[src/rtl/dly_sweep_pkg.sv]
package dly_sweep_pkg;
   typedef enum logic [1:0] {
      JP_IDLE,
      JP_SETTLE,
      JP_SAMPLE
   } judge_ph_t;

   typedef enum logic [1:0] {
      TS_IDLE,
      TS_RUN,
      TS_FIN
   } top_st_t;

   function automatic int top_code_for(input int code_w);
      return (code_w == 10) ? 639 : 319;
   endfunction
endpackage

[src/rtl/dly_code_judge.sv]
module dly_code_judge
   import dly_sweep_pkg::*;
#(
   parameter int SETTLE_CYC = 4,
   parameter int SAMPLES    = 8
) (
   input  logic clk,
   input  logic rst_n,
   input  logic go,
   input  logic stable_in,
   output logic verdict_vld,
   output logic verdict_ok
);
   localparam int LIM_MAX = (SETTLE_CYC > SAMPLES) ? SETTLE_CYC : SAMPLES;
   localparam int CNT_W   = $clog2(LIM_MAX + 1);
   localparam logic [CNT_W-1:0] SET_LAST = CNT_W'(SETTLE_CYC - 1);
   localparam logic [CNT_W-1:0] SMP_LAST = CNT_W'(SAMPLES - 1);

   generate
      if (SETTLE_CYC < 1) begin : g_bad_settle
         $error("SETTLE_CYC must be at least 1");
      end
      if (SAMPLES < 1) begin : g_bad_samples
         $error("SAMPLES must be at least 1");
      end
   endgenerate

   judge_ph_t        ph;
   logic [CNT_W-1:0] cnt;
   logic             acc;
   logic             smp_last;

   generate
      if (SAMPLES == 1) begin : g_single
         assign smp_last = 1'b1;
      end else begin : g_multi
         assign smp_last = (cnt == SMP_LAST);
      end
   endgenerate

   always_ff @(posedge clk or negedge rst_n) begin
      if (!rst_n) begin
         ph          <= JP_IDLE;
         cnt         <= '0;
         acc         <= 1'b0;
         verdict_vld <= 1'b0;
         verdict_ok  <= 1'b0;
      end else begin
         verdict_vld <= 1'b0;
         if (go) begin
            ph  <= JP_SETTLE;
            cnt <= '0;
            acc <= 1'b1;
         end else begin
            case (ph)
               JP_SETTLE: begin
                  if (cnt == SET_LAST) begin
                     ph  <= JP_SAMPLE;
                     cnt <= '0;
                  end else begin
                     cnt <= cnt + 1'b1;
                  end
               end
               JP_SAMPLE: begin
                  acc <= acc & stable_in;
                  if (smp_last) begin
                     verdict_vld <= 1'b1;
                     verdict_ok  <= acc & stable_in;
                     ph          <= JP_IDLE;
                  end else begin
                     cnt <= cnt + 1'b1;
                  end
               end
               default: ;
            endcase
         end
      end
   end

   // a verdict is a single-cycle event
   p_verdict_pulse_r2: assert property (@(posedge clk) disable iff (!rst_n)
      verdict_vld |=> !verdict_vld);

   // a verdict only follows the sampling phase
   p_verdict_after_sample_r2: assert property (@(posedge clk) disable iff (!rst_n)
      $rose(verdict_vld) |-> $past(ph) == JP_SAMPLE);
endmodule

[src/rtl/dly_run_tracker.sv]
module dly_run_tracker #(
   parameter int CODE_W   = 10,
   parameter int TOP_CODE = 639
) (
   input  logic              clk,
   input  logic              rst_n,
   input  logic              clear,
   input  logic              upd,
   input  logic [CODE_W-1:0] code,
   input  logic              is_ok,
   output logic [CODE_W-1:0] regions,
   output logic              has_best,
   output logic [CODE_W-1:0] best_mid
);
   localparam logic [CODE_W-1:0] TOP = CODE_W'(TOP_CODE);

   logic              in_run;
   logic              prev_bad;
   logic [CODE_W-1:0] run_start;
   logic [CODE_W-1:0] cur_len;
   logic [CODE_W-1:0] best_len;

   logic              closing;
   logic [CODE_W-1:0] c_start, c_len, c_lo, c_hi, c_mid;
   logic [CODE_W:0]   c_sum;

   always_comb begin
      closing = upd && ((in_run && !is_ok) || (is_ok && code == TOP));
      c_start = (is_ok && !in_run) ? code : run_start;
      if (is_ok) c_len = in_run ? cur_len + 1'b1 : CODE_W'(1);
      else       c_len = cur_len;
      c_hi    = is_ok ? TOP : code;
      c_lo    = (c_start == '0) ? '0 : c_start - 1'b1;
      c_sum   = {1'b0, c_lo} + {1'b0, c_hi};
      c_mid   = c_sum[CODE_W:1];
   end

   assign has_best = (best_len != '0);

   always_ff @(posedge clk or negedge rst_n) begin
      if (!rst_n) begin
         in_run    <= 1'b0;
         prev_bad  <= 1'b0;
         run_start <= '0;
         cur_len   <= '0;
         best_len  <= '0;
         best_mid  <= '0;
         regions   <= '0;
      end else if (clear) begin
         in_run    <= 1'b0;
         prev_bad  <= 1'b0;
         run_start <= '0;
         cur_len   <= '0;
         best_len  <= '0;
         best_mid  <= '0;
         regions   <= '0;
      end else if (upd) begin
         if (is_ok) begin
            in_run   <= 1'b1;
            prev_bad <= 1'b0;
            cur_len  <= c_len;
            if (!in_run) run_start <= code;
         end else begin
            in_run   <= 1'b0;
            prev_bad <= 1'b1;
            if (!prev_bad) regions <= regions + 1'b1;
         end
         if (closing && (c_len > best_len)) begin
            best_len <= c_len;
            best_mid <= c_mid;
         end
      end
   end

   // the region count only steps by one or clears
   p_region_step_r7: assert property (@(posedge clk) disable iff (!rst_n)
      (regions != $past(regions)) |-> (regions == '0 || regions == $past(regions) + 1'b1));

   // the best run never shrinks within a sweep (strictly longer wins, so ties keep the lower run)
   p_best_monotone_r5: assert property (@(posedge clk) disable iff (!rst_n)
      !clear |=> best_len >= $past(best_len));
endmodule

[src/rtl/dly_sweep_ctrl.sv]
module dly_sweep_ctrl
   import dly_sweep_pkg::*;
#(
   parameter int CODE_W     = 10,
   parameter int SETTLE_CYC = 4,
   parameter int SAMPLES    = 8
) (
   input  logic              clk,
   input  logic              rst_n,
   input  logic              start,
   input  logic              stable_in,
   output logic [CODE_W-1:0] delay_code,
   output logic              done,
   output logic [CODE_W-1:0] chosen_code,
   output logic [CODE_W-1:0] unstable_regions
);
   localparam int                TOP_INT  = top_code_for(CODE_W);
   localparam logic [CODE_W-1:0] TOP_CODE = CODE_W'(TOP_INT);
   localparam logic [CODE_W-1:0] MID_CODE = CODE_W'(TOP_INT / 2);

   generate
      if (CODE_W != 9 && CODE_W != 10) begin : g_bad_width
         $error("CODE_W must be 9 or 10");
      end
   endgenerate

   top_st_t           st;
   logic              go, clr;
   logic              vld, ok;
   logic [CODE_W-1:0] trk_regions, trk_mid;
   logic              trk_has;
   logic [CODE_W-1:0] pick;

   dly_code_judge #(
      .SETTLE_CYC(SETTLE_CYC),
      .SAMPLES   (SAMPLES)
   ) u_judge (
      .clk        (clk),
      .rst_n      (rst_n),
      .go         (go),
      .stable_in  (stable_in),
      .verdict_vld(vld),
      .verdict_ok (ok)
   );

   dly_run_tracker #(
      .CODE_W  (CODE_W),
      .TOP_CODE(TOP_INT)
   ) u_track (
      .clk     (clk),
      .rst_n   (rst_n),
      .clear   (clr),
      .upd     (vld),
      .code    (delay_code),
      .is_ok   (ok),
      .regions (trk_regions),
      .has_best(trk_has),
      .best_mid(trk_mid)
   );

   always_comb begin
      if (trk_regions == '0)  pick = MID_CODE;
      else if (!trk_has)      pick = MID_CODE;
      else                    pick = trk_mid;
   end

   always_ff @(posedge clk or negedge rst_n) begin
      if (!rst_n) begin
         st               <= TS_IDLE;
         delay_code       <= '0;
         go               <= 1'b0;
         clr              <= 1'b0;
         done             <= 1'b0;
         chosen_code      <= '0;
         unstable_regions <= '0;
      end else begin
         go   <= 1'b0;
         clr  <= 1'b0;
         done <= 1'b0;
         case (st)
            TS_IDLE: begin
               if (start) begin
                  delay_code <= '0;
                  go         <= 1'b1;
                  clr        <= 1'b1;
                  st         <= TS_RUN;
               end
            end
            TS_RUN: begin
               if (vld) begin
                  if (delay_code == TOP_CODE) begin
                     st <= TS_FIN;
                  end else begin
                     delay_code <= delay_code + 1'b1;
                     go         <= 1'b1;
                  end
               end
            end
            TS_FIN: begin
               done             <= 1'b1;
               chosen_code      <= pick;
               unstable_regions <= trk_regions;
               st               <= TS_IDLE;
            end
            default: st <= TS_IDLE;
         endcase
      end
   end

   // the code never passes the top code
   p_code_in_range_r1: assert property (@(posedge clk) disable iff (!rst_n)
      delay_code <= TOP_CODE);

   // the code only restarts at zero or climbs by one
   p_code_step_r1: assert property (@(posedge clk) disable iff (!rst_n)
      (delay_code != $past(delay_code)) |->
         (delay_code == '0 || delay_code == $past(delay_code) + 1'b1));

   // done lasts one cycle
   p_done_pulse_r8: assert property (@(posedge clk) disable iff (!rst_n)
      done |=> !done);

   // results hold outside the done cycle
   p_result_hold_r8: assert property (@(posedge clk) disable iff (!rst_n)
      !done |-> ($stable(chosen_code) && $stable(unstable_regions)));

   // a clean sweep lands on the range centre
   p_clean_mid_r3: assert property (@(posedge clk) disable iff (!rst_n)
      (done && unstable_regions == '0) |-> chosen_code == MID_CODE);
endmodule

[config.mk]
export PLATFORM = sky130hd
export DESIGN_NAME = dly_sweep_ctrl
export DESIGN_NICKNAME = d
export VERILOG_FILES = /design/src/rtl/dly_sweep_pkg.sv /design/src/rtl/dly_code_judge.sv /design/src/rtl/dly_run_tracker.sv /design/src/rtl/dly_sweep_ctrl.sv
export SDC_FILE = /design/constraint.sdc
export NUM_CORES = 1
export LEC_CHECK = 0
export BUFFER_PORTS_ARGS = -buffer_cell sky130_fd_sc_hd__buf_2
export CORE_MARGIN = 4
export CORE_UTILIZATION = 55
export CTS_CLUSTER_DIAMETER = 40
export DETAILED_ROUTE_END_ITERATION = 7
export PLACE_DENSITY = 0.87
export SETUP_SLACK_MARGIN = 0.02
export SYNTH_ARGS = -nofsm -noshare
export SYNTH_HDL_FRONTEND = slang
export SYNTH_SLANG_ARGS = --single-unit
[constraint.sdc]
create_clock -name clk -period 3.6 [get_ports clk]
set_clock_uncertainty 0.2 [all_clocks]
set_input_delay 1.08 -clock clk [delete_from_list [all_inputs] [get_ports clk]]
set_output_delay 1.08 -clock clk [all_outputs]
set_load 0.05 [all_outputs]
# Word-level counts from Yosys, hierarchy flattened
# Index checks and enable logic that the tools add are counted.
# totals
ff_bits	96
word_cells	129
out_inout_bits	31
in_bits	4
# op_classes
n_lt_le_gt_ge	1
bitwise	2
n_addsub	6
reduce_logical	27
eq_ne	17
mux	57
# ops
cell	count
$mux W10	27
$add A10 B1 Y10 const B	3
$logic_not A10 Y1	2
$pmux W10 S2	1
$mux W1	16
$reduce_and A3 Y1	5
$mux W2	6
$mux W4	3
$ne A2 B2 Y1 const B	6
$add A10 B10 Y11	1
$eq A10 B10 Y1 const B	1
$gt A10 B10 Y1	1
$reduce_bool A10 Y1	1
$reduce_bool A2 Y1	5
$sub A10 B1 Y10 const B	1
$pmux W2 S2	2
$pmux W4 S2	1
$ne A3 B2 Y1 const B	2
$reduce_and A2 Y1	3
$logic_and A1 B1 Y1	5
$add A4 B1 Y4 const B	1
$eq A2 B1 Y1 const B	2
$eq A2 B2 Y1 const B	2
$eq A4 B2 Y1 const B	1
other kinds (11)	12

# Longest topological paths before layout
# Gate-level depths: netlist (run 1).
# logic_depth
word_depth	9
ltp_mapped	16
mapped_depth_nobuf	14

# By module
# A second synthesis (run 1) with hierarchy kept.
# unflattened
cells_unflattened	635
hier_area_um2	5721.7
# modules_own_cells
mod	area_per_inst_um2	seq_area_each_um2	instances	cells_per_inst
dly_run_tracker	3742.3	1301.2	1	443
dly_sweep_ctrl	1505.2	875.8	1	142
dly_code_judge	474.2	225.2	1	50

# Worst setup path before layout (run 1)
# OpenSTA, ideal clock, no wires.
# synth_timing
path_kind	register -> register
startpoint	register delay_code[2]
endpoint	register u_track.best_mid[8]
slack_ps	-128
synth_period_minus_slack_ps	3728
required_ps	3279
path_stages_with_launch	16
n_path_buf	2
arrival_time_ps	3407
setup_time_ps	121
cell_sequence	dfrtp_1 buf_2 nor2_1 mux2i_1 and4bb_1 buf_6 nor3b_4 nor2_1 ha_1 a21oi_1 o21ai_0 a2111oi_4 a21oi_1 a211oi_2 xnor2_1 a22o_1
# synth_between
elab_chain_len	7
elab_cells_between_ends	16
classes_between	add/sub (2); eq/ne (1); mux (6); reduce/logical (7)
# synth_rtl
item	line	source
start: declaration	dly_sweep_ctrl.sv:12	output logic [CODE_W-1:0] delay_code,
start signal: assignment	dly_sweep_ctrl.sv:94	delay_code <= delay_code + 1'b1;
$mux W10 / $eq A10 B10 Y1 (equally long branches)	dly_run_tracker.sv:29, dly_run_tracker.sv:28	
$sub A10 B1 Y10, or another cell as far along	dly_run_tracker.sv:33	c_lo = (c_start == '0) ? '0 : c_start - 1'b1;
$mux W10 / $logic_or A1 B1 Y1 (equally long branches)	dly_run_tracker.sv:33, dly_run_tracker.sv:28	
$add A10 B10 Y11 / $logic_and A1 B1 Y1 (equally long branches)	dly_run_tracker.sv:34, dly_run_tracker.sv:28	
$mux W10 / $logic_and A1 B1 Y1 (equally long branches)	dly_run_tracker.sv:68	if (closing && (c_len > best_len)) begin
$mux W10 / $reduce_bool A2 Y1 (equally long branches)	n/a	
$mux W10 / $reduce_and A2 Y1 (equally long branches)	n/a	
end signal: assignment	dly_run_tracker.sv:70	best_mid <= c_mid;
end: declaration	dly_run_tracker.sv:13	output logic [CODE_W-1:0] best_mid
# Several ways; a longest one is shown, not always the timed one. The select of a mux whose other input is x is not followed.
# A chain may end at the register's enable or synchronous reset.

# Worst setup path in the final report (run 1)
# layout_timing
startpoint	register u_track.in_run
endpoint	register u_track.best_mid[9]
# layout_between
elab_chain_len	9
elab_cells_between_ends	19
classes_between	add/sub (2); order compare (1); mux (7); reduce/logical (9)
# layout_rtl
item	line	source
start: declaration	dly_run_tracker.sv:17	logic in_run;
start signal: assignment	dly_run_tracker.sv:42	in_run <= 1'b0;
start signal: assignment	dly_run_tracker.sv:50	in_run <= 1'b0;
start signal: assignment	dly_run_tracker.sv:59	in_run <= 1'b1;
$logic_not A1 Y1	dly_run_tracker.sv:29	c_start = (is_ok && !in_run) ? code : run_start;
$logic_and A1 B1 Y1	dly_run_tracker.sv:29	
$mux W10	dly_run_tracker.sv:29	
$sub A10 B1 Y10 / $logic_not A10 Y1 (equally long branches)	dly_run_tracker.sv:33	
$mux W10	dly_run_tracker.sv:33	
$add A10 B10 Y11	dly_run_tracker.sv:34	c_sum = {1'b0, c_lo} + {1'b0, c_hi};
$mux W10	dly_run_tracker.sv:68	
$mux W10	dly_run_tracker.sv:57	end else if (upd) begin
$mux W10	dly_run_tracker.sv:49	end else if (clear) begin
# Several ways; a longest one is shown, not always the timed one. The select of a mux whose other input is x is not followed.

==> impl_table.tex, run 1 <==
\begin{tabular}{lr}
\hline
Metric & Value \\
\hline
\multicolumn{2}{l}{\textbf{Status}} \\
\quad Run status & finished with violations \\
\quad Violations in the final reports & negative setup slack \\
\multicolumn{2}{l}{\textbf{Worst setup path}} \\
\quad Endpoint type of the worst setup path & flop \\
\quad Peak fanout along the critical path & 7 \\
\quad Arrival time reported for the critical path endpoint & 3.67 ns \\
\quad Worst Setup Start Kind & flop \\
\quad Critical setup path kind & reg2reg \\
\quad Kind of cell with the highest combined delay on the critical path & compound AO/OA/AOI/OAI gates \\
\quad Worst stage delay on the critical path & roughly 0.43 ns \\
\quad Cell at the slowest stage of the critical path & dfrtp\_1 \\
\quad Critical path buffer and inverter count & 2 \\
\quad Data required time at the worst endpoint & between 3 and 4 ns \\
\quad Critical Path, Cell by Cell & nor2b\_4, mux2i\_1, and4bb\_1, buf\_4, buf\_4, nor2b\_1, xnor2\_1, a211oi\_1, ha\_1, a21oi\_2, nand2\_1, o21ai\_1, o21ai\_1, a22o\_1 \\
\multicolumn{2}{l}{\textbf{Synth}} \\
\quad Post-synth ARST share & 1.000 \\
\quad Area of the mapped netlist & between 5000 and 6000 um2 \\
\quad Post-synth EDFFs & 0 \\
\quad Most repeated cell in the gate-level netlist after synthesis & dfrtp\_1 \\
\quad Most area-hungry cell type in the Yosys netlist & dfrtp\_1 \\
\quad Prevailing post-synth register cell & dfrtp\_1 \\
\quad Synthesized area divided by synthesized cell count & about 9.2 um2 \\
\quad Area share of the leading cell type in the synthesized netlist & 0.4449 \\
\quad Synthesized Nets & between 600 and 700 \\
\quad Count of unique library cells instantiated by Yosys & 55 \\
\quad Top post-synthesis cells by area & dfrtp\_1 (44\%), ha\_1 (5.6\%), nand2\_1 (4.5\%), nor2\_1 (4.4\%), o21ai\_0 (3.8\%) \\
\quad Gate count after technology mapping & slightly below 600 \\
\quad Top cell types by occurrence after synthesis & dfrtp\_1 (96), nand2\_1 (65), nor2\_1 (64) \\
\quad Warnings from Yosys & 0 \\
\quad Post-synthesis sequential element count & 96 \\
\quad Portion of the post-synthesis area used by sequential elements & 0.4449 \\
\multicolumn{2}{l}{\textbf{Power and ir drop}} \\
\quad Seq pwr share & 0.358 \\
\quad Power spent charging and discharging nets & roughly 1.5 mW \\
\quad Internal power consumption & between 2 and 2.5 mW \\
\quad Switching part of the total power & 0.4041 \\
\quad Maximum vdd drop & approximately 0.00048 V \\
\quad Power per cell area & between 500 and 600 nW/um2 \\
\quad P\_leak & just over 3 nW \\
\quad Share of power burned in the clock network & 0.197 \\
\quad Combinational share of power & 0.445 \\
\multicolumn{2}{l}{\textbf{STA}} \\
\quad Count of endpoints failing hold in the final timing report & 0 \\
\quad Transition time at the pin with the least slew margin & between 0.8 and 0.9 ns \\
\quad Post-layout worst setup margin & -0.0007223 ns \\
\quad Final critical delay including setup and external delays & around 3.6 ns \\
\quad Final setup violation count & 1 \\
\quad Max-slew violation count & 0 \\
\quad Tcrit/Tclk final & 1.000 \\
\quad RSZ-0062 raised after global routing & yes \\
\quad Maximum clock frequency & approximately 280 MHz \\
\quad Worst slew margin relative to its limit & 0.4398 \\
\multicolumn{2}{l}{\textbf{Floorplanning}} \\
\quad Die span in y & about 110 um \\
\quad Boundary pin count & 35 \\
\quad Die ar. & between 10000 and 15000 um2 \\
\quad Effective utilization at floorplan & 0.5736 \\
\quad Area of the placeable core & roughly 9400 um2 \\
\quad Overall die width & 107.1 um \\
\quad Row count & 35 \\
\multicolumn{2}{l}{\textbf{Cells and area}} \\
\quad Number of nets in the layout & between 600 and 700 \\
\quad Area of the multi-input gates & $\sim$2800 um2 \\
\quad Number of fill cells & 708 \\
\quad Fraction of final layout cells sized beyond drive strength 1 & 0.2070 \\
\quad Footprint of the flip-flops and latches & 2407 um2 \\
\quad Number of standard cells in the final layout excluding fillers & around 800 \\
\quad Antenna diode count & 0 \\
\quad Signed area change from the synthesized netlist to the final layout & 16.06\% \\
\multicolumn{2}{l}{\textbf{Route}} \\
\quad Sum of routed wire length over all layers & roughly 13000 um \\
\quad DRT antenna net count & 0 \\
\quad DRC Markers & 0 \\
\quad DRC violation total after the first TritonRoute iteration & between 300 and 400 \\
\quad Number of vias per cell after detailed routing & a little under 6 \\
\quad Routed via count & $\sim$4600 \\
\quad Routed WL per cell & between 15 and 20 um \\
\quad Count of TritonRoute iterations in the first routing pass & 5 \\
\multicolumn{2}{l}{\textbf{Placement}} \\
\quad Total half-perimeter wirelength after legalization and detailed placement & 8645 um \\
\quad Number of buffers added on ports & 34 \\
\quad Number of cells after detailed placement & about 750 \\
\quad Placer congestion estimate & 0.9519 \\
\quad Placement-stage worst setup slack & -0.2063 ns \\
\multicolumn{2}{l}{\textbf{CTS}} \\
\quad CTS tree & done \\
\quad CTS H-Tree Depth & 3 \\
\quad Skew-Pair Late Insertion Delay & about 0.38 ns \\
\quad Clk pin slew, worst setup/hold paths & approximately 0.11 ns \\
\quad Clock net sink count & 96 \\
\quad Clock buffers created by TritonCTS & 9 \\
\quad Longest Clk Path Bufs & 2 \\
\quad Clock Tree Root & clkbuf\_8 \\
\quad Cts hold-fix bufs & 0 \\
\multicolumn{2}{l}{\textbf{Global routing}} \\
\quad Pin count of the biggest net entering global routing & approximately 50 \\
\quad Remaining Overflow, GRT & 0 \\
\quad Initial antenna violation count & 0 \\
\quad GR Util All Layers & 0.2234 \\
\quad Via count of the first global-routing pass & approximately 4300 \\
\quad Global-route wire length before repair & slightly above 20000 um \\
\multicolumn{2}{l}{\textbf{Worst hold path}} \\
\quad Hold Crit Class & reg2reg \\
\multicolumn{2}{l}{\textbf{Run}} \\
\quad Max-Cap Viols & 0 \\
\hline
\end{tabular}
-- per-stage QoR --
stage	hold slack (ns)	cell area, um2	TNS, ns	utilization	total power, mW
6_report	0.2787	6267	-0.0007223	0.6656	3.609
5_1_grt	0.2966	6267	-0.5781	0.6656	3.828
4_1_cts	0.2839	6168	0	0.6552	3.483
3_5_place_dp	0.2569	5872	-3.781	0.6237	2.714
3_3_place_gp	0.2529	5872	-0.6802	0.6237	2.637
2_1_floorplan	0.2604	5409	0	-	2.363
-- worst paths after layout --
| path | start | endpoint | slack, ns | depth (start not counted) |
|---|---|---|---|---|
| min in group asynchronous | rst_n | u_judge.cnt[3] | 0.51 | 1 |
| hold reg to reg | unstable_regions[2] | unstable_regions[2] | 0.28 | 2 |
| max in group asynchronous | rst_n | done | 2.01 | 2 |
| setup reg to reg | u_track.in_run | u_track.best_mid[9] | -0.0007 | 14 |
| hold / removal | unstable_regions[2] | unstable_regions[2] | 0.28 | 2 |
| setup / recovery | u_track.in_run | u_track.best_mid[9] | -0.0007 | 14 |
-- worst reg2reg max path: stages (launching register included) --
cell and delay, ns:
dfrtp_1 0.43, nor2b_4 0.25, mux2i_1 0.30, and4bb_1 0.28
buf_4 0.12, buf_4 0.15, nor2b_1 0.20, xnor2_1 0.08
a211oi_1 0.28, ha_1 0.37, a21oi_2 0.22, nand2_1 0.08
o21ai_1 0.21, o21ai_1 0.11, a22o_1 0.21
-- timing repair --
action                     in CTS  in global routing
cloned                          0                  1
pin swaps                       3                 10
resized for setup               6                 15
setup endpoints to repair      20                 20
setup buffers                  10                  5
-- cell type report --
cell class / count / area share
repair buffers: 83 / 0.08824
flip-flops and latches: 96 / 0.3841
clock buffers: 9 / 0.01976
multi-input cells: 428 / 0.4506
well taps: 129 / 0.02575
inverters: 34 / 0.02036
clock inverters: 7 / 0.01118
-- layer usage --
metal  share of wire  track usage  up-vias
met5               0            0        -
met4           0.022      0.07945        0
met3           0.058      0.03913       36
met2            0.50       0.3668      174
met1            0.42       0.2980     2222
li1                -            -     2162
-- sequential cells by signal, summed over array words and instances (netlist names), 2 cells and up --
register / flops
st: 2
u_track.cur_len: 10
delay_code: 10
u_judge.cnt: 4
u_judge.ph: 2
u_track.regions: 10
u_track.best_len: 10
u_track.best_mid: 10
u_track.run_start: 10
chosen_code: 10
unstable_regions: 10
-- placed cells by master, fill, tap and decap left out, types with 15 or more instances in the layout --
cell type,synthesis,routed
xnor2_1,17,17
o21ai_0,41,37
xor2_1,15,15
inv_1,33,33
ha_1,24,22
dfrtp_1,96,92
a22o_1,21,21
nand2_1,65,65
a21oi_1,33,30
buf_4,0,49
nor2_1,64,63
buf_2,6,33
mux2i_1,17,16
-- cells by family (layout without fill, tap and decap cells) --
logic type,count (synthesis),after routing,synth area share
XOR/XNOR,32,32,0.05190
AO/OA/AOI/OAI,131,131,0.1589
multiplexers,19,19,0.03614
flip-flops,96,96,0.4449
AND/OR/NAND/NOR,220,221,0.1995
buffers and inverters,65,133,0.04935
adder cells (fa/ha/maj),25,25,0.05931
-- power by group through the flow --
stage	sequential [mW]	combinational, mW	clock [mW]
after global placement	1.30	1.34	0
after global routing	1.31	1.75	0.769
final	1.29	1.61	0.710
after CTS	1.29	1.48	0.714
after floorplan	1.29	1.07	0
after detailed placement	1.31	1.41	0
Note: power is estimated with default switching activity, not from simulation.
==> inputs of run 2 (changes only) <==
Settings changed: CORE_ASPECT_RATIO from default to 0.9, PLACE_DENSITY 0.87 to 0.76.
==> run 2 against run 1 <==
The flow now finishes without violations. Cell count shrank 2.7%. Count of clock-buffer cells in the layout is the same. Flip-flop and latch count is the same. Via count shrank 6.7%. Non-clock buffer count shrank 17. Global-route usage shrank 1.7 points. Clock power shrank 3.8%. Die area is essentially flat. Wire length shrank 11%. Hold slack is essentially flat. Combinational power shrank 11%.
==> impl_table.tex, run 2 (synthesis results as in run 1) <==
\begin{tabular}{lr}
\hline
Metric & Value \\
\hline
\multicolumn{2}{l}{\textbf{Worst setup path}} \\
\quad Timing endpoint of the critical path & u\_track.best\_mid[8] \\
\quad Depth of the most critical reg-to-reg path & 14 (unchanged) \\
\quad CP Launch Point & u\_judge.verdict\_ok \\
\quad End of the worst register-to-register path & u\_track.best\_mid[8] \\
\quad Arrival time reported for the critical path endpoint & 3.54 ns (-0.13 ns) \\
\quad Critical setup path kind & reg2reg \\
\quad Worst Setup Start Kind & flop \\
\quad R2r setup slk & 0.14 ns (+0.14 ns) \\
\quad Peak fanout along the critical path & 6 (-1) \\
\quad Reg2Reg Launch Point & u\_judge.verdict\_ok \\
\quad Endpoint type of the worst setup path & flop \\
\quad Data required time at the worst endpoint & 3.67 ns (about the same) \\
\multicolumn{2}{l}{\textbf{Cells and area}} \\
\quad Commonest non-fill, non-tap cell in the layout & dfrtp\_1 \\
\quad Number of fill cells & 815 (+15\%) \\
\quad Number of standard cells in the final layout excluding fillers & 765 (-2.7\%) \\
\quad Top library cells by usage in the layout, fill and taps aside & dfrtp\_1 (92), nand2\_1 (65), nor2\_1 (63), o21ai\_0 (38) \\
\quad Signed area change from the synthesized netlist to the final layout & 12.23\% \\
\quad Fraction of final layout cells sized beyond drive strength 1 & 0.1753 (-0.03173) \\
\quad Antenna diode count & 0 (unchanged) \\
\quad Number of nets in the layout & 663 (-2.6\%) \\
\quad Finished Core Util & 0.6304 (-0.03525) \\
\multicolumn{2}{l}{\textbf{Status}} \\
\quad Run status & finished clean \\
\multicolumn{2}{l}{\textbf{Floorplanning}} \\
\quad Overall die width & 112.5 um (+5.0\%) \\
\quad Effective utilization at floorplan & 0.5617 (-0.01187) \\
\quad Die span in y & 102.0 um (-4.7\%) \\
\quad Die ar. & 11470 um2 (about the same) \\
\quad Boundary pin count & 35 (unchanged) \\
\quad Row count & 34 (-2.9\%) \\
\quad Area of the placeable core & 9614 um2 (+2.1\%) \\
\multicolumn{2}{l}{\textbf{STA}} \\
\quad Max-slew violation count & 0 (unchanged) \\
\quad Maximum clock frequency & 288.6 MHz (+3.9\%) \\
\quad Final critical delay including setup and external delays & 3.465 ns (-0.1359 ns) \\
\quad Final setup violation count & 0 (-1) \\
\quad Count of endpoints failing hold in the final timing report & 0 (unchanged) \\
\quad Worst slew margin relative to its limit & 0.4437 (+0.003940) \\
\quad Transition time at the pin with the least slew margin & 0.8344 ns (-0.005911 ns) \\
\quad Worst Hold Margin & 0.2787 ns (+0.00004600 ns) \\
\quad Tcrit/Tclk final & 0.9624 (-0.03775) \\
\quad RSZ-0062 raised after global routing & yes \\
\multicolumn{2}{l}{\textbf{CTS}} \\
\quad CTS tree & done \\
\quad Longest Clk Path Bufs & 2 (unchanged) \\
\quad Clk pin slew, worst setup/hold paths & 0.10 ns (about the same) \\
\quad Clock net sink count & 96 (unchanged) \\
\quad CTS H-Tree Depth & 3 (unchanged) \\
\quad Clock buffers created by TritonCTS & 9 (unchanged) \\
\quad Clock Tree Root & clkbuf\_8 \\
\quad Skew-Pair Late Insertion Delay & 0.37 ns (about the same) \\
\multicolumn{2}{l}{\textbf{Global routing}} \\
\quad Via count of the first global-routing pass & 4147 (-4.0\%) \\
\quad Global-route wire length before repair & 19500 um (-5.5\%) \\
\quad GR Util All Layers & 0.2063 (-0.01713) \\
\quad Initial antenna violation count & 0 (unchanged) \\
\quad Pin count of the biggest net entering global routing & 67 (+31\%) \\
\quad Remaining Overflow, GRT & 0 (unchanged) \\
\multicolumn{2}{l}{\textbf{Power and ir drop}} \\
\quad Maximum vdd drop & 0.0004347 V (-9.1\%) \\
\quad Power per cell area & 561.4 nW/um2 (-2.5\%) \\
\quad P\_leak & 2.966 nW (-3.7\%) \\
\quad Power Total & 3.402 mW (-5.7\%) \\
\multicolumn{2}{l}{\textbf{Route}} \\
\quad Routed via count & 4286 (-6.7\%) \\
\quad Routed WL per cell & 14.94 um (-8.4\%) \\
\quad Count of TritonRoute iterations in the first routing pass & 4 (-1) \\
\quad DRC Markers & 0 (unchanged) \\
\quad DRC violation total after the first TritonRoute iteration & 274 (-23\%) \\
\quad DRT antenna net count & 0 (unchanged) \\
\quad Sum of routed wire length over all layers & 11430 um (-11\%) \\
\quad Number of vias per cell after detailed routing & 5.603 (-4.1\%) \\
\multicolumn{2}{l}{\textbf{Run}} \\
\quad Max-Cap Viols & 0 (unchanged) \\
\multicolumn{2}{l}{\textbf{Placement}} \\
\quad Number of buffers added on ports & 34 (unchanged) \\
\quad Placer congestion estimate & 0.8870 (-6.8\%) \\
\quad Number of cells after detailed placement & 748 (-0.80\%) \\
\quad Total half-perimeter wirelength after legalization and detailed placement & 8379 um (-3.1\%) \\
\multicolumn{2}{l}{\textbf{Worst hold path}} \\
\quad Hold Crit Class & reg2reg \\
\hline
\end{tabular}
==> run 2: power by group <==
part	internal, mW	switching, mW	total [mW]
Combinational	0.618	0.814	1.43
Sequential	1.18	0.111	1.29
Clock	0.264	0.419	0.683
==> run 2: area by class of cell <==
type,count,area (um2),area share
multi-input combinational,427,2769,0.4569
sequential,96,2407,0.3972
timing repair buffer,66,412.9,0.06813
tap,126,157.7,0.02601
inverter,34,127.6,0.02106
clock buffer,9,123.9,0.02044
clock inverter,7,62.56,0.01032
==> run 2: routing by layer <==
layer / share of wire / global-route usage / up-vias
li1: - / - / 2129
met1: 0.48 / 0.2826 / 2046
met2: 0.46 / 0.3335 / 97
met3: 0.046 / 0.03967 / 14
met4: 0.014 / 0.07024 / 0
met5: 0 / 0 / -
==> run 2: what timing repair did <==
action / CTS / global route
resized for setup: 3 / 7
pin swaps: 0 / 6
buffers inserted: 1 / 0
hold buffers: 0 / 0
endpoints found under the setup margin: 20 / 20
==> run 2: how the worst min path moves through the flow <==
stage	slack (ns)	to	from	cells past startpoint
floorplan	0.26	chosen_code[0]	u_track.best_mid[0]	1
global placement	0.25	unstable_regions[2]	unstable_regions[2]	2
detailed placement	0.26	unstable_regions[6]	unstable_regions[6]	2
CTS	0.28	unstable_regions[6]	unstable_regions[6]	2
global route	0.30	unstable_regions[6]	unstable_regions[6]	2
finish	0.28	unstable_regions[6]	unstable_regions[6]	2
==> run 2: critical path, stage by stage, from the launching register on <==
cell       delay [ns]
dfrtp_1          0.41
nor2b_4          0.28
mux2i_2          0.27
and4bb_1         0.26
nor3b_4          0.16
buf_4            0.16
a211oi_1         0.20
ha_1             0.30
inv_1            0.09
o21ai_1          0.11
a2111oi_4        0.32
a21oi_1          0.13
a211oi_2         0.21
xnor2_1          0.09
a22o_1           0.19
==> run 2: through the flow <==
| step | setup TNS, ns | setup WS, ns | cell area (um2) |
|---|---|---|---|
| CTS | 0 | 0.06013 | 6033 |
| floorplan | 0 | 0.04094 | 5409 |
| global placement | 0 | 0.01216 | 5833 |
| detailed placement | -0.2379 | -0.1184 | 5833 |
| finish | 0 | 0.1352 | 6061 |
| global route | -0.08623 | -0.04949 | 6061 |
==> inputs of run 3 (changes only) <==
Settings changed: CORE_UTILIZATION 55 to 60, PLACE_DENSITY 0.76 to 0.79.
Clock period 3.6 ns to 4.15 ns, I/O delays scaled along.
==> run 3 against run 2 <==
Combinational power shrank 17%. Critical path type unchanged. Fmax shrank 9.9%. Via count is essentially flat. Non-clock buffer count shrank 21. Core utilization grew 4.5 points. Hold slack lost 0.0020 ns. Die area shrank 7.7%. Final area shrank 3.2%. Sequential power shrank 12%. Worst setup slack gained 0.17 ns. Global-route usage grew 1.8 points.
==> impl_table.tex, run 3 (synthesis results as in run 1) <==
\begin{tabular}{lr}
\hline
Metric & Value \\
\hline
\multicolumn{2}{l}{\textbf{Worst hold path}} \\
\quad Hold Crit Class & reg2reg \\
\quad Min-Delay Startpoint & unstable\_regions[5] \\
\multicolumn{2}{l}{\textbf{Global routing}} \\
\quad Via count of the first global-routing pass & 3998 (-3.6\%) \\
\quad GR Util All Layers & 0.2238 (+0.01757) \\
\quad Global-route wire length before repair & 19330 um (-0.89\%) \\
\quad Pin count of the biggest net entering global routing & 53 (-21\%) \\
\quad Remaining Overflow, GRT & 0 (unchanged) \\
\quad Initial antenna violation count & 0 (unchanged) \\
\multicolumn{2}{l}{\textbf{CTS}} \\
\quad Clock Tree Root & clkbuf\_8 \\
\quad Longest Clk Path Bufs & 2 (unchanged) \\
\quad Cts hold-fix bufs & 0 (unchanged) \\
\quad Clk pin slew, worst setup/hold paths & 0.10 ns (about the same) \\
\quad Clock buffers created by TritonCTS & 9 (unchanged) \\
\quad Clock net sink count & 96 (unchanged) \\
\quad CTS H-Tree Depth & 3 (unchanged) \\
\quad CTS tree & done \\
\quad Skew-Pair Late Insertion Delay & 0.37 ns (about the same) \\
\multicolumn{2}{l}{\textbf{Cells and area}} \\
\quad Area of the multi-input gates & 2739 um2 (-1.1\%) \\
\quad Fraction of final layout cells sized beyond drive strength 1 & 0.1311 (-0.04421) \\
\quad Antenna diode count & 0 (unchanged) \\
\quad Top library cells by usage in the layout, fill and taps aside & dfrtp\_1 (96), nand2\_1 (65), nor2\_1 (64), o21ai\_0 (41) \\
\quad Commonest non-fill, non-tap cell in the layout & dfrtp\_1 \\
\quad Signed area change from the synthesized netlist to the final layout & 8.619\% \\
\quad Number of fill cells & 710 (-13\%) \\
\quad Number of nets in the layout & 642 (-3.2\%) \\
\quad Footprint of the flip-flops and latches & 2402 um2 (-0.21\%) \\
\multicolumn{2}{l}{\textbf{Route}} \\
\quad Routed via count & 4290 (+0.093\%) \\
\quad Sum of routed wire length over all layers & 11250 um (-1.6\%) \\
\quad Count of TritonRoute iterations in the first routing pass & 5 (+1) \\
\quad DRT antenna net count & 0 (unchanged) \\
\quad DRC violation total after the first TritonRoute iteration & 219 (-20\%) \\
\quad DRC Markers & 0 (unchanged) \\
\quad Routed WL per cell & 15.26 um (+2.1\%) \\
\quad Number of vias per cell after detailed routing & 5.821 (+3.9\%) \\
\multicolumn{2}{l}{\textbf{Floorplanning}} \\
\quad Area of the placeable core & 8688 um2 (-9.6\%) \\
\quad Boundary pin count & 35 (unchanged) \\
\quad Row count & 32 (-5.9\%) \\
\quad Die ar. & 10580 um2 (-7.7\%) \\
\quad Die span in y & 98 um (-3.9\%) \\
\quad Overall die width & 108 um (-4.0\%) \\
\quad Effective utilization at floorplan & 0.6215 (+0.05986) \\
\multicolumn{2}{l}{\textbf{Worst setup path}} \\
\quad CP Launch Point & u\_track.in\_run \\
\quad Peak fanout along the critical path & 11 (+5) \\
\quad Worst stage delay on the critical path & 0.51 ns (+0.10 ns) \\
\quad Reg2Reg Launch Point & u\_track.in\_run \\
\quad Arrival time reported for the critical path endpoint & 3.92 ns (+0.38 ns) \\
\quad Endpoint type of the worst setup path & flop \\
\quad Cell at the slowest stage of the critical path & dfrtp\_1 \\
\quad Data required time at the worst endpoint & 4.22 ns (+0.55 ns) \\
\quad Critical path buffer and inverter count & 3 (+1) \\
\quad Worst Setup Start Kind & flop \\
\quad Cell with the most instances on the worst path & buf\_4 \\
\quad Kind of cell with the highest combined delay on the critical path & compound AO/OA/AOI/OAI gates \\
\quad Critical Path, Cell by Cell & nor2b\_4, buf\_4, mux2i\_1, nor3b\_4, buf\_4, a211oi\_1, ha\_1, inv\_1, o21ai\_0, a2111oi\_4, a21oi\_1, a211oi\_2, xnor2\_1, a22o\_1 \\
\quad Critical setup path kind & reg2reg \\
\multicolumn{2}{l}{\textbf{Power and ir drop}} \\
\quad P\_leak & 2.867 nW (-3.3\%) \\
\quad Power per cell area & 491.8 nW/um2 (-12\%) \\
\quad Power Total & 2.885 mW (-15\%) \\
\quad Maximum vdd drop & 0.0003997 V (-8.1\%) \\
\multicolumn{2}{l}{\textbf{STA}} \\
\quad Setup TNS Final & 0 ns (unchanged) \\
\quad Tcrit/Tclk final & 0.9263 (-0.03611) \\
\quad Transition time at the pin with the least slew margin & 0.8768 ns (+0.04236 ns) \\
\quad Final critical delay including setup and external delays & 3.844 ns (+0.3795 ns) \\
\quad Maximum clock frequency & 260.1 MHz (-9.9\%) \\
\quad Final setup violation count & 0 (unchanged) \\
\quad Count of endpoints failing hold in the final timing report & 0 (unchanged) \\
\quad Post-layout worst setup margin & 0.3057 ns (+0.1705 ns) \\
\quad Worst slew margin relative to its limit & 0.4155 (-0.02824) \\
\quad RSZ-0062 raised after global routing & no \\
\quad Max-slew violation count & 0 (unchanged) \\
\multicolumn{2}{l}{\textbf{Status}} \\
\quad Run status & finished clean \\
\multicolumn{2}{l}{\textbf{Placement}} \\
\quad Placement-stage worst setup slack & 0.1997 ns (+0.3181 ns) \\
\quad Placer congestion estimate & 0.8698 (-1.9\%) \\
\quad Number of buffers added on ports & 34 (unchanged) \\
\quad Total half-perimeter wirelength after legalization and detailed placement & 8088 um (-3.5\%) \\
\multicolumn{2}{l}{\textbf{Run}} \\
\quad Max-Cap Viols & 0 (unchanged) \\
\hline
\end{tabular}
==> run 3: timing repair <==
item / in CTS / in global routing
resized for setup: 0 / 2
endpoints found under the setup margin: 0 / 2
setup buffers: 0 / 2
==> run 3: worst register-to-register path, stage by stage, from the launching register on <==
cell and delay [ns]:
dfrtp_1 0.51, nor2b_4 0.26, buf_4 0.23, mux2i_1 0.46
nor3b_4 0.12, buf_4 0.16, a211oi_1 0.19, ha_1 0.30
inv_1 0.10, o21ai_0 0.14, a2111oi_4 0.40, a21oi_1 0.14
a211oi_2 0.25, xnor2_1 0.09, a22o_1 0.19
==> run 3: layout make-up <==
| type | count | share of cell area |
|---|---|---|
| well taps | 119 | 0.02538 |
| clock buffers | 10 | 0.02346 |
| clock inverters | 6 | 0.007253 |
| flip-flops and latches | 96 | 0.4096 |
| inverters | 34 | 0.02176 |
| repair buffers | 45 | 0.04565 |
| multi-input cells | 427 | 0.4669 |
==> run 3: final timing paths <==
check                                       endpoint  slack [ns]  depth (start not counted)
worst max-delay path             u_track.best_mid[8]        0.31                         14
worst min-delay path             unstable_regions[5]        0.28                          2
max in group asynchronous       u_track.run_start[6]        2.43                          2
worst min register to register   unstable_regions[5]        0.28                          2
worst max register to register   u_track.best_mid[8]        0.31                         14
min in group asynchronous        u_track.best_len[4]        0.66                          1
==> run 3: report_power, final <==
group          leakage (nW)  switching (mW)  internal [mW]  total, mW
sequential             1.31           0.114           1.02       1.13
clock                0.0887           0.339          0.235      0.575
combinational          1.46           0.673          0.504       1.18
total                  2.87            1.13           1.76       2.88
==> run 3: layer usage <==
layer	wire [um]	up-vias	track usage
met4	159	0	0.07282
met5	0	-	0
met2	5119	137	0.3408
met3	583	16	0.03569
li1	-	2089	-
met1	5386	2048	0.3287
==> run 3: stage by stage <==
| step | instances | cell area (um2) | util | hold WS (ns) |
|---|---|---|---|---|
| after floorplan | 588 | 5400 | - | 0.2604 |
| after global placement | 719 | 5663 | 0.6518 | 0.2523 |
| after detailed placement | 719 | 5663 | 0.6518 | 0.2582 |
| after CTS | 735 | 5843 | 0.6725 | 0.2819 |
| after global routing | 737 | 5866 | 0.6751 | 0.3019 |
| final | 737 | 5866 | 0.6751 | 0.2767 |
